### config.mk
export PLATFORM = sky130hd
export DESIGN_NAME = cmp_bytematch
export DESIGN_NICKNAME = d
export VERILOG_FILES = /design/src/rtl/cmp_bytematch.sv
export SDC_FILE = /design/constraint.sdc
export NUM_CORES = 1
export LEC_CHECK = 0
export BUFFER_PORTS_ARGS = -buffer_cell sky130_fd_sc_hd__buf_4
export CORE_UTILIZATION = 51
export DETAILED_ROUTE_END_ITERATION = 8
export PLACE_DENSITY = 0.85
export SLEW_MARGIN = 5
export SYNTH_ARGS = -nofsm -noshare
export SYNTH_HDL_FRONTEND = slang
export SYNTH_SLANG_ARGS = --single-unit
### constraint.sdc
create_clock -name vclk -period 3.8
set_input_delay 0.76 -clock vclk [all_inputs]
set_output_delay 0.76 -clock vclk [all_outputs]
set_load 0.01 [all_outputs]
### src/rtl/cmp_bytematch.sv
module cmp_bytematch #(
  parameter int W    = 32,
  parameter int LANE = 8
) (
  input  logic [1:0]   op,
  input  logic [W-1:0] a,
  input  logic [W-1:0] b,
  output logic [W-1:0] res
);
  localparam int NL = W / LANE;
  localparam int IW = $clog2(NL + 1);

  logic [W-1:0]  diff;
  logic          sgn_split;
  logic [W-1:0]  scmp;
  logic [W-1:0]  ucmp;
  logic [NL-1:0] hit;
  logic [IW-1:0] idx;

  assign diff      = b + ~a + {{(W-1){1'b0}}, 1'b1};
  assign sgn_split = a[W-1] ^ b[W-1];
  assign scmp      = sgn_split ? {b[W-1], diff[W-2:0]} : diff;
  assign ucmp      = sgn_split ? {a[W-1], diff[W-2:0]} : diff;

  for (genvar g = 0; g < NL; g++) begin : g_lane
    assign hit[g] = (a[g*LANE +: LANE] == b[g*LANE +: LANE]);
  end

  always_comb begin
    idx = '0;
    for (int i = 0; i < NL; i++)
      if (hit[i]) idx = IW'(NL - i);
  end

  always_comb begin
    case (op)
      2'b00:   res = scmp;
      2'b01:   res = ucmp;
      2'b10:   res = W'(idx);
      default: res = '0;
    endcase
  end
endmodule

After elaboration in Yosys (flattened, before gate mapping):

Cells that the tools add are included.

* bits in registers: 0
* bits of input ports: 66

* $add $sub $neg: 2
* muxes and demuxes: 7
* reductions and logical operators: 1
* equal/unequal tests: 6
* bitwise gates (word level): 2

Operator list (number)
* 32-bit case mux with 3 select lines: 1
* 32-bit two-way mux: 2
* 32-bit by 1-bit adder with 32-bit output (second input constant): 1
* 32-bit adder: 1
* 8-bit equality test: 4
* 32-bit NOT: 1
* 3-bit two-way mux: 4
* 2-bit by 1-bit equality test with 1-bit output (second input constant): 1
* 2-bit equality test (second input constant): 1
* 2-bit zero test: 1
* 1-bit bitwise XOR: 1

Logic depth before layout (Yosys ltp):

* depth in word-level cells: 6
* mapped depth: 13
* gate-level depth less buffers: 12

Worst setup path before layout:

No wires, ideal clock.

* kind: input -> output
* from: input port a[9]
* to: output port res[31]
* setup slack: 271 ps
* buffers on the path: 1
* stages: 13
* arrival: 2769 ps
* path through: inv_1 ha_1 buf_2 nand2_1 o21a_1 o221ai_1 inv_1 a211o_1 a21oi_1 o22ai_1 fa_1 mux2i_1 nor2_1

* word-level cells in the longest chain between the ends: 5
* elaborated cells between the ends (all ways): 6
* classes of those cells: 2 x add/sub; 3 x mux; 1 x bitwise

RTL lines
* start, declared: RTL line 6 `input logic [W-1:0] a,`
* 32-bit NOT *: RTL line 20 `assign diff = b + ~a + {{(W-1){1'b0}}, 1'b1};`
* 32-bit adder *: RTL line 20
* 32-bit by 1-bit adder with 32-bit output *: RTL line 20
* 32-bit two-way mux, on equally long branches: RTL line 23, 22
* 32-bit case mux with 3 select lines *: RTL line 36 `case (op)`
* end, declared: RTL line 8 `output logic [W-1:0] res`

Every way passes the cells marked *; elsewhere a longest branch is shown, timed or not.

Worst setup path in the final report:

* from: input port a[8]
* to: output port res[25]

The elaborated chain is that of the path after synthesis.

==> results.yml <==
outcome:
  status: "finished with violations"
  violations: "setup timing"
floorplan:
  coreArea_um2: 4086
  row_count: 23
  die_h_um: 68.08
  die_w_um: 68.08
  ioPinCount: 98
  initial_core_util: 0.5450
  die_area_um2: 4635
drt:
  wire_per_inst_um: 18.68
  num_vias: 3344
  drcViolationCount: 0
  first_pass_iters: 6
  totalWireLength_mm: 9.809
  antenna_left: 0
  first_iter_violations: 332
  vias_per_cell: 6.370
timing:
  worstMarginPinSlew_ns: 0.6406
  hold_ws_ns: 1.977
  max_freq_ghz: 0.2561
  setup-violations-final: 3
  rsz0062_at_grt: "yes"
  tns_ns: -0.2092
  slew_headroom: 0.5685
  finalMaxSlewViolations: 0
  post-route-period-util: 1.028
  setup_ws_ns: -0.1053
  final.min_clock_period_ns: 3.905
  hold_viol: 0
cells_and_area:
  drive_gt1_frac: 0.4568
  final_nets: 577
  nFlopsAndLatches: 0
  regArea_um2: 0
  final_core_util: 0.9023
  fillers: 188
  antennaDiodeCount: 0
  num-clock-buffers: 0
  syn2layout_area_growth_pct: 65.56
critical_path:
  critPathKind: "input pin to output pin"
  crit_slowest_cell: "o311ai_1"
  cp_data_arrival_time_ns: 3.15
  cp.required_ns: 3.04
  cp_cell_sequence: "buf_4, inv_1, ha_4, buf_4, nand2_1, buf_4, o21a_1, o221ai_2, o21a_2, o311ai_1, a21o_1, a21oi_1, buf_4"
  cp_top_family: "compound AO/OA/AOI/OAI gates"
  crit_fanout: 5
  path_buf_inv: 5
  start_kind: "input pin"
  cpPeakStageDelay_ns: 0.57
  cpMostUsedCell: "buf_4"
  end_kind: "output pin"
global_routing:
  grt_pass1_vias: 2730
  grt_pass1_wl_mm: 11.70
  grt_max_degree: 45
  antenna_found_initial: 0
  track_usage: 0.3179
  grt_remaining_overflow: 0
yosys:
  ys_types: 55
  yosys_warnings: 0
  netlist_area_um2: 2227
  syn_avg_cell_area_um2: 6.628
  syn_inst: 336
  syn-num-nets: 436
  ys_seq_area_frac: 0
placement:
  portBuffers: 98
  place_ws_ns: -0.1443
  dp_hpwl_mm: 6.003
  finalWeightedCongestion: 1.013
power:
  report.power.total_uw: 686.6
  cellLeakagePower_uw: 0.001841
  power_density_nw_per_um2: 186.2
  peakVddDrop_v: 0.0001208
flow_run:
  cap_viol_max_count: 0
hold_path:
  hold_path_class: "input pin to output pin"
clocking:
  cts.hold.buffers_added: 0
-- kinds of logic after synthesis --
family / after synthesis / share of synthesized area
compound gates: 105 / 0.3494
xor+xnor: 22 / 0.08651
fa+ha+maj: 34 / 0.2011
buf+inv: 50 / 0.08764
mux: 4 / 0.02135
simple gates: 121 / 0.2539
-- final timing paths --
check / slack [ns] / cells after the start / startpoint / to
setup / recovery: -0.11 / 13 / a[8] / res[25]
hold / removal: 1.98 / 5 / op[0] / res[0]
-- layout make-up --
class | instances | area (um^2) | area share
well taps | 50 | 62.56 | 0.01697
multi-input cells | 286 | 2315 | 0.6278
repair buffers | 150 | 1156 | 0.3135
inverters | 39 | 153.9 | 0.04174
-- synth_stat cells, drive strengths merged --
cell type  instances  area, um^2
a2111oi            1       27.53
a211o              2       17.52
a211oi             2       25.02
a21boi             1       11.26
a21o              16       120.1
a21oi             34       181.4
a221oi             1       15.01
a311oi             1       8.760
a31oi              5       37.53
and2               3       18.77
and3               2       12.51
and4               1       11.26
buf                4       22.52
clkbuf             7       26.28
fa                 3       60.06
ha                31       387.9
inv               39       146.4
mux2               3       37.53
mux2i              1       10.01
nand2             31       118.9
nand2b             5       31.28
nand3             13       70.07
nand3b             1       7.510
nand4              4       25.02
nor2              42       157.7
nor2b              6       37.54
nor3               6       30.03
nor3b              1       7.510
nor4               3       18.77
o211ai             4       30.03
o21a               4       31.28
o21ai             17       88.84
o21bai             6       60.06
o221ai             3       38.79
o22ai              2       12.51
o311ai             3       43.80
o31ai              2       20.02
o41ai              1       8.760
or2                3       18.77
xnor2             10       87.58
xor2              12       105.1
-- stage by stage --
| stage | cells | cell area [um^2] |
|---|---|---|
| after floorplan | 336 | 2227 |
| after global placement | 518 | 3314 |
| after detailed placement | 518 | 3314 |
| after CTS | 520 | 3413 |
| after global routing | 525 | 3687 |
| final | 525 | 3687 |
-- where the power goes --
group,switching (uW),internal [uW],leakage (uW)
logic,353,333,0.00184
registers,0,0,0
clock network,0,0,0
total,353,333,0.00184
-- placed cells by master, fill, tap and decap left out, types with 5 or more instances in the layout --
master and count:
a21o_1 16, a21oi_1 25, a21oi_2 8, buf_4 142, buf_6 8, ha_1 17, ha_4 13, inv_1 32
nand2_1 26, nand3_1 12, nor2_1 42, nor2b_1 5, o21ai_0 11, xnor2_1 10, xor2_1 12
-- repair_timing --
item                       in CTS  in global routing
gates resized for setup        14                 45
setup endpoints to repair       2                  7
pin swaps                       8                 30
setup buffers                   2                  6
-- layer usage --
layer / up-vias / GRT usage / share of wire
li1: 1459 / - / -
met1: 1526 / 0.3910 / 0.35
met2: 279 / 0.5772 / 0.48
met3: 80 / 0.03167 / 0.10
met4: 0 / 0.08594 / 0.071
met5: - / 0 / 0
(Power assumes the default switching activity.)
